--- src/rtl/bls_pkg.sv ---
package bls_pkg;
  typedef enum logic [1:0] {
    LVL_P10  = 2'd0,
    LVL_P667 = 2'd1,
    LVL_P438 = 2'd2,
    LVL_OFF  = 2'd3
  } lvl_e;

  typedef enum logic [1:0] {
    PH_IDLE = 2'd0,
    PH_MEAS = 2'd1,
    PH_DONE = 2'd2
  } phase_e;
endpackage

--- src/rtl/bls_sync.sv ---
module bls_sync #(
  parameter int W = 2
) (
  input  logic         clk,
  input  logic         rst_n,
  input  logic [W-1:0] d_async,
  output logic [W-1:0] rise
);
  for (genvar i = 0; i < W; i++) begin : g_bit
    logic s1_q, s2_q, s3_q;
    always_ff @(posedge clk or negedge rst_n) begin
      if (!rst_n) begin
        s1_q <= 1'b0;
        s2_q <= 1'b0;
        s3_q <= 1'b0;
      end else begin
        s1_q <= d_async[i];
        s2_q <= s1_q;
        s3_q <= s2_q;
      end
    end
    assign rise[i] = s2_q & ~s3_q;
  end
endmodule

--- src/rtl/bls_relax.sv ---
module bls_relax #(
  parameter int SAT   = 12,
  localparam int CW   = $clog2(SAT + 1)
) (
  input  logic          clk,
  input  logic          rst_n,
  input  logic          active,
  input  logic          hi_rise,
  input  logic          lo_rise,
  output logic          dis_q,
  output logic [CW-1:0] count_q
);
  logic          dis_d;
  logic [CW-1:0] count_d;
  logic          count_en;

  always_comb begin
    dis_d    = dis_q;
    count_en = 1'b0;
    if (!active) begin
      dis_d = 1'b0;
    end else if (hi_rise && !dis_q) begin
      dis_d    = 1'b1;
      count_en = (count_q != CW'(SAT));
    end else if (lo_rise) begin
      dis_d = 1'b0;
    end
    count_d = count_en ? count_q + CW'(1) : count_q;
  end

  always_ff @(posedge clk or negedge rst_n) begin
    if (!rst_n) begin
      dis_q   <= 1'b0;
      count_q <= '0;
    end else begin
      dis_q <= dis_d;
      if (count_en) count_q <= count_d;
    end
  end

  // the count only ever steps up by one
  a_r5_count_step: assert property (@(posedge clk) disable iff (!rst_n)
    (count_q != $past(count_q)) |-> (count_q == $past(count_q) + CW'(1)));
  // a counted cycle always comes with the discharge flag rising
  a_r7_count_on_set: assert property (@(posedge clk) disable iff (!rst_n)
    (count_q != $past(count_q)) |-> $rose(dis_q));
endmodule

--- src/rtl/bls_window.sv ---
module bls_window
  import bls_pkg::*;
#(
  parameter int WIN = 256,
  parameter int B1  = 4,
  parameter int B2  = 8,
  parameter int B3  = 12,
  localparam int TW = $clog2(WIN),
  localparam int CW = $clog2(B3 + 1)
) (
  input  logic          clk,
  input  logic          rst_n,
  input  logic          go,
  input  logic [CW-1:0] count,
  output logic          meas,
  output logic          done,
  output lvl_e          level_q
);
  phase_e        ph_q, ph_d;
  logic [TW-1:0] tmr_q, tmr_d;
  logic          tmr_en, lvl_en, last;
  lvl_e          lvl_dec;

  assign last = (tmr_q == TW'(WIN - 1));

  always_comb begin
    if (count < CW'(B1))      lvl_dec = LVL_P10;
    else if (count < CW'(B2)) lvl_dec = LVL_P667;
    else if (count < CW'(B3)) lvl_dec = LVL_P438;
    else                      lvl_dec = LVL_OFF;
  end

  always_comb begin
    ph_d   = ph_q;
    tmr_en = 1'b0;
    lvl_en = 1'b0;
    tmr_d  = tmr_q + TW'(1);
    unique case (ph_q)
      PH_IDLE: if (go) ph_d = PH_MEAS;
      PH_MEAS: begin
        tmr_en = 1'b1;
        if (last) begin
          ph_d   = PH_DONE;
          lvl_en = 1'b1;
        end
      end
      default: ph_d = PH_DONE;
    endcase
  end

  always_ff @(posedge clk or negedge rst_n) begin
    if (!rst_n) begin
      ph_q    <= PH_IDLE;
      tmr_q   <= '0;
      level_q <= LVL_P10;
    end else begin
      ph_q <= ph_d;
      if (tmr_en) tmr_q   <= tmr_d;
      if (lvl_en) level_q <= lvl_dec;
    end
  end

  assign meas = (ph_q == PH_MEAS);
  assign done = (ph_q == PH_DONE);

  // completion is sticky
  a_r9_done_sticky: assert property (@(posedge clk) disable iff (!rst_n)
    $past(done) |-> done);
  // level frozen once done
  a_r9_level_frozen: assert property (@(posedge clk) disable iff (!rst_n)
    ($past(done) && done) |-> $stable(level_q));
  // timer never exceeds the window
  a_r2_timer_bound: assert property (@(posedge clk) disable iff (!rst_n)
    tmr_q <= TW'(WIN - 1));
endmodule

--- src/rtl/burst_level_select.sv ---
module burst_level_select
  import bls_pkg::*;
#(
  parameter int WIN = 256,
  parameter int B1  = 4,
  parameter int B2  = 8,
  parameter int B3  = 12,
  localparam int CW = $clog2(B3 + 1)
) (
  input  logic       clk,
  input  logic       rst_n,
  input  logic       supply_ok,
  input  logic       first_start,
  input  logic       prot_active,
  input  logic       cmp_hi,
  input  logic       cmp_lo,
  output logic       dis_en,
  output logic       done,
  output logic [1:0] level
);
  logic          rs1_q, rs2_q;
  logic [1:0]    rise;
  logic          meas, go;
  logic [CW-1:0] count;
  lvl_e          lvl;

  always_ff @(posedge clk or negedge rst_n) begin
    if (!rst_n) begin
      rs1_q <= 1'b0;
      rs2_q <= 1'b0;
    end else begin
      rs1_q <= 1'b1;
      rs2_q <= rs1_q;
    end
  end

  assign go = supply_ok & first_start & ~prot_active;

  bls_sync #(.W(2)) u_sync (
    .clk     (clk),
    .rst_n   (rs2_q),
    .d_async ({cmp_lo, cmp_hi}),
    .rise    (rise)
  );

  bls_relax #(.SAT(B3)) u_relax (
    .clk     (clk),
    .rst_n   (rs2_q),
    .active  (meas),
    .hi_rise (rise[0]),
    .lo_rise (rise[1]),
    .dis_q   (dis_en),
    .count_q (count)
  );

  bls_window #(.WIN(WIN), .B1(B1), .B2(B2), .B3(B3)) u_win (
    .clk     (clk),
    .rst_n   (rs2_q),
    .go      (go),
    .count   (count),
    .meas    (meas),
    .done    (done),
    .level_q (lvl)
  );

  assign level = lvl;

  // no discharge after completion
  a_r9_no_discharge_done: assert property (@(posedge clk) disable iff (!rs2_q)
    done |-> !dis_en);
  // protection keeps the window shut
  a_r3_prot_holds: assert property (@(posedge clk) disable iff (!rs2_q)
    ($past(prot_active) && !$past(meas) && !$past(done)) |-> !meas);
  // no window without the first-startup flag
  a_r4_no_restart: assert property (@(posedge clk) disable iff (!rs2_q)
    (!$past(first_start) && !$past(meas)) |-> !meas);
endmodule

--- config.mk ---
export PLATFORM = sky130hd
export DESIGN_NAME = burst_level_select
export DESIGN_NICKNAME = d
export VERILOG_FILES = /design/src/rtl/bls_pkg.sv /design/src/rtl/bls_sync.sv /design/src/rtl/bls_relax.sv /design/src/rtl/bls_window.sv /design/src/rtl/burst_level_select.sv
export SDC_FILE = /design/constraint.sdc
export NUM_CORES = 1
export LEC_CHECK = 0
export ABC_AREA = 1
export BUFFER_PORTS_ARGS = -buffer_cell sky130_fd_sc_hd__buf_2
export CORE_ASPECT_RATIO = 0.7
export CORE_MARGIN = 5
export CORE_UTILIZATION = 44
export CTS_CLUSTER_DIAMETER = 80
export CTS_CLUSTER_SIZE = 28
export DETAILED_ROUTE_END_ITERATION = 8
export GPL_TIMING_DRIVEN = 0
export SETUP_SLACK_MARGIN = 0.05
export SYNTH_ARGS = -nofsm -noshare
export SYNTH_HDL_FRONTEND = slang
export SYNTH_SLANG_ARGS = --single-unit
--- constraint.sdc ---
create_clock -name clk -period 2.2 [get_ports clk]
set_clock_uncertainty 0.2 [all_clocks]
set_input_delay 0.22 -clock clk [delete_from_list [all_inputs] [get_ports clk]]
set_output_delay 0.22 -clock clk [all_outputs]
set_load 0.05 [all_outputs]
* Word-level counts from Yosys, hierarchy flattened *
Index checks and enable logic that the tools add are counted.

cells by class
  $add $sub $neg = 2
  $mul = 0
  divide/modulo/power cells = 0
  order comparisons = 3
  equality and inequality tests = 7
  shift operators = 0
  muxes and demuxes = 14
  bitwise gates (word level) = 7
  reduce and logical (&&, ||, !) cells = 4

operators with widths
  cell                   number
  $mux W1                9
  $add A8 B1 Y8 const B  1
  $eq A8 B8 Y1 const B   1
  $lt A4 B4 Y1 const B   2
  $mux W2                4
  $add A4 B1 Y4 const B  1
  $and A1 B1 Y1          4
  $lt A4 B3 Y1 const B   1
  $ne A2 B2 Y1 const B   2
  $ne A4 B4 Y1 const B   1
  $pmux W2 S2            1
  $ne A3 B3 Y1 const B   1
  $not A1 Y1             3
  $eq A2 B1 Y1 const B   1
  $eq A2 B2 Y1 const B   1
  $logic_not A2 Y1       1
  $reduce_and A2 Y1      1
  $logic_and A1 B1 Y1    1
  $logic_not A1 Y1       1

storage, ports and cells
  register bits after elaboration = 25
  latch bits = 0
  RAM bits = 0
  ROM bits = 0
  input port bits = 7
  output and inout port bits = 4
  logic and storage cells = 50
  memories = 0

* Logic depth before layout (Yosys ltp) *
  word-level depth = 5
  gate-level depth with buffers = 7
  gate-level depth less buffers = 7

* By module *
From an unflattened synthesis, not the netlist that was laid out.

unflattened totals
  cell total of the unflattened synthesis = 122
  area, all modules = 1109.8 µm²

modules (own cells, without submodules)
  module              times used  cells each  area an instance (µm²)  sequential area each (µm²)
  bls_window          1           69          588.1                   300.3
  bls_relax           1           38          287.8                   125.1
  bls_sync            1           10          170.2                   150.1
  burst_level_select  1           5           63.8                    50.0

* Worst setup path after synthesis *
OpenSTA, ideal clock, no wires.

  path type = register to output
  from = register u_win.ph_q[1]
  to = output port done
  data arrival time = 1105 ps
  data required time = 1780 ps
  setup slack = 675 ps
  stages on the path, launching flop included = 3
  buffers on the path = 0
  cell sequence = dfrtp_1 -> inv_2 -> nor2_1

on the way
  word-level cells in the longest chain between the ends = 1

ends and longest elaborated chain
  item                    line                      text
  start, declared         bls_window.sv:19          phase_e ph_q, ph_d;
  start signal, assigned  bls_window.sv:57          ph_q <= ph_d;
  $eq A2 B2 Y1            bls_window.sv:64          assign done = (ph_q == PH_DONE);
  end, declared           burst_level_select.sv:18  output logic done,

No other way between the ends.

* Final worst setup path *
  from = input port prot_active
  to = register u_win.ph_q[0]

on the way
  word-level cells in the longest chain between the ends = 4

ends and longest elaborated chain
  item                         line                      text
  start, declared              burst_level_select.sv:14  input logic prot_active,
  $not A1 Y1                   burst_level_select.sv:37  assign go = supply_ok & first_start & ~prot_active;
  $and A1 B1 Y1                burst_level_select.sv:37
  $ne A2 B2 Y1 (no line)       --
  $reduce_and A2 Y1 (no line)  --

No other way between the ends.
A chain may end at the register's enable or synchronous reset.

==> impl_results.md <==
- Most frequent cells in the layout: 29 x nand2_1, 25 x dfrtp_1, 15 x inv_1, 11 x nand3_1, 10 x buf_2
- Count of cell types in the netlist: 21
- Worst Hold Class: flip-flop to asynchronous set/reset pin
- Final #Nets: about 140
- Final period utilization: between 70% and 80%
- Post-CTS Resized: 0
- Final setup viols: 0
- Finished Layout Cells: about 170
- GRT overflow: 0
- Hold slack final: around 170 ps
- DR WL/cell: 10.40 um
- Area grow syn2layout: 16.44%
- Crit start category: primary input
- Fillers: between 200 and 250
- Final Slew Violations: 0
- H-tree depth: 1
- TNS Setup: 0 ps
- Status: completed
- Leakage power: about 0.64 nW
- Share of layout cells above drive strength 1: roughly a fifth
- Post-CTS Setup Repair Bufs: 0
- Die height: roughly 52 um
- Clock slew at reported path FFs: between 100 and 150 ps
- Max VDD drop: around 360 uV
- Clock sink total: 25
- Avg Cell Area, Syn: around 9.8 sq um
- Highest clock rate: about 580 MHz
- Die extent in x: between 60 and 70 um
- Vias post-DR: between 700 and 800
- Largest net degree at the start of global routing: 24
- Mapped Area: between 1000 and 1500 sq um
- Total GRT Usage: 11.39%
- Max cap viols: 0
- Cell area power density: 541.1 nW/um^2
- Fin. Hold Viols: 0
- Critical Path AT: 1760 ps
- Tmin final: 1722 ps
- Placed cells: about 160
- Starting DRC count in detailed routing: 34
- Initial Utilization: ~45%
- Synth Register Bits: 25
- ANT nets after route: 0
- # rows: 15
- Synth area leader: dfrtp_1
- Clock Latency Late Sink: 320 ps
- Initial antenna violation count: 0
- Commonest non-fill, non-tap cell in the layout: nand2_1
- Mapped Cells: ~110
- # DRC: 0
- First-pass GRT wire length: 3.174 mm
- Relative slew slack: 40.65%
- Final Power: 0.6906 mW
- Placement Setup Slack: about 810 ps
- Placer Congestion: 0.7821
- Syn nets: about 120
- DR pass1 iterations: 4
- DP HPWL: roughly 1.3 mm
- PortBufs: 10
- Unrepaired setup endpoints after global routing: false
- Post-route setup slack: about 480 ps
- I/O pin total: 11
- Share of the synthesized area in the top cell type: about 57%
- Critical path required time: ~2200 ps
- Clock Tree Buf Depth: 2
- # diodes: 0
- Critical path type: primary input to flip-flop
- Sequential area share after synthesis: approximately 57%
- Ranking of synthesized cells by area: dfrtp_1 57%, nand2_1 9.9%, inv_1 5.1%
- Yosys warnings: 0
- Clock Tree Root: clkbuf_4
- CP Capture Type: flip-flop
- Tightest Pin Transition: between 800 and 900 ps
- Core area: approximately 2400 sq um
- CTS tree: yes
- DR vias/cell: around 4.7
- DIE AREA: 3605 sq um
- Routed WL: between 1.5 and 2 mm
- Max FO, Critical Path: 1
- Vias in the first global route: 752
- Clock buffer count from CTS: 3
==> logic make-up after synthesis <==
kind of cell             Yosys count  synth area share, %
flip-flops                        25                57.08
AND/OR/NAND/NOR                   56                26.03
buffers and inverters             16                5.479
AO/OA/AOI/OAI                      6                3.653
other                              1               0.3421
adder cells (fa/ha/maj)            3                3.425
XOR/XNOR                           5                3.996
==> where the power goes <==
part | internal, mW | switching (mW) | total (mW) | leakage, nW
Clock | 0.0680 | 0.130 | 0.198 | 0.0177
Combinational | 0.0114 | 0.00497 | 0.0164 | 0.308
Sequential | 0.467 | 0.00970 | 0.476 | 0.310
==> state kept, by name, summed over array words and instances, names as in the netlist <==
name               count
u_win.ph_q             2
u_sync.g_bit.s1_q      2
u_relax.count_q        4
u_relax.dis_q          1
u_sync.g_bit.s2_q      2
rs1_q                  1
rs2_q                  1
u_win.level_q          2
u_sync.g_bit.s3_q      2
u_win.tmr_q            8
==> final cells by class <==
| type | count | area [sq um] | share of cell area [%] |
|---|---|---|---|
| flip-flops and latches | 25 | 625.6 | 49.02 |
| multi-input cells | 71 | 410.4 | 32.16 |
| repair buffers | 16 | 110.1 | 8.628 |
| inverters | 16 | 60.06 | 4.706 |
| well taps | 34 | 42.54 | 3.333 |
| clock buffers | 3 | 22.52 | 1.765 |
| clock inverters | 1 | 5.005 | 0.3922 |
==> metal layers <==
metal | vias up | track usage, % | share of wire (%)
li1 | 394 | - | -
met1 | 366 | 12.85 | 44
met2 | 15 | 19.94 | 49
met3 | 4 | 4.054 | 5.6
met4 | 0 | 4.777 | 1.4
met5 | - | 0 | 0
==> cells in the mapped netlist, drive strengths merged <==
| cell type | instances |
|---|---|
| nand2 | 32 |
| dfrtp | 25 |
| inv | 16 |
| nand3 | 11 |
| nor2 | 7 |
| o21ai | 5 |
| nand4 | 4 |
| ha | 3 |
| xor2 | 3 |
| xnor2 | 2 |
| conb | 1 |
| nand2b | 1 |
| nand3b | 1 |
| o211ai | 1 |
==> critical path: stages <==
cell           delay [ps]
dlygate4sd3_1         550
buf_2                 130
nand3b_1              130
dlygate4sd3_1         560
o21ai_1               170
==> stage by stage <==
stage	util, %	cell area (sq um)
2_1_floorplan	-	1096
3_3_place_gp	49.10	1189
3_5_place_dp	49.10	1189
4_1_cts	52.71	1276
5_1_grt	52.71	1276
6_report	52.71	1276
==> path summary, 6_finish.rpt <==
kind                            slack, ps  cells after the start                             end                           start
worst max-delay path                  480                      5       u_win.ph_q[0]$_DFFE_PN0P_                     prot_active
worst min-delay path                  170                      0      u_win.tmr_q[0]$_DFFE_PN0P_                 rs2_q$_DFF_PN0_
worst max register to register        790                      6  u_relax.count_q[2]$_DFFE_PN0P_  u_relax.count_q[0]$_DFFE_PN0P_
worst min register to register        170                      0      u_win.tmr_q[0]$_DFFE_PN0P_                 rs2_q$_DFF_PN0_
max in group asynchronous            1080                      0  u_relax.count_q[3]$_DFFE_PN0P_                 rs2_q$_DFF_PN0_
min in group clk                      170                      0  u_sync.g_bit[1].s2_q$_DFF_PN0_  u_sync.g_bit[1].s1_q$_DFF_PN0_
==> repair_timing <==
item	4_1_cts	5_1_grt
hold buffers	6	0
hold endpoints to repair	5	0
setup endpoints to repair	0	0
(Power assumes the default switching activity.)
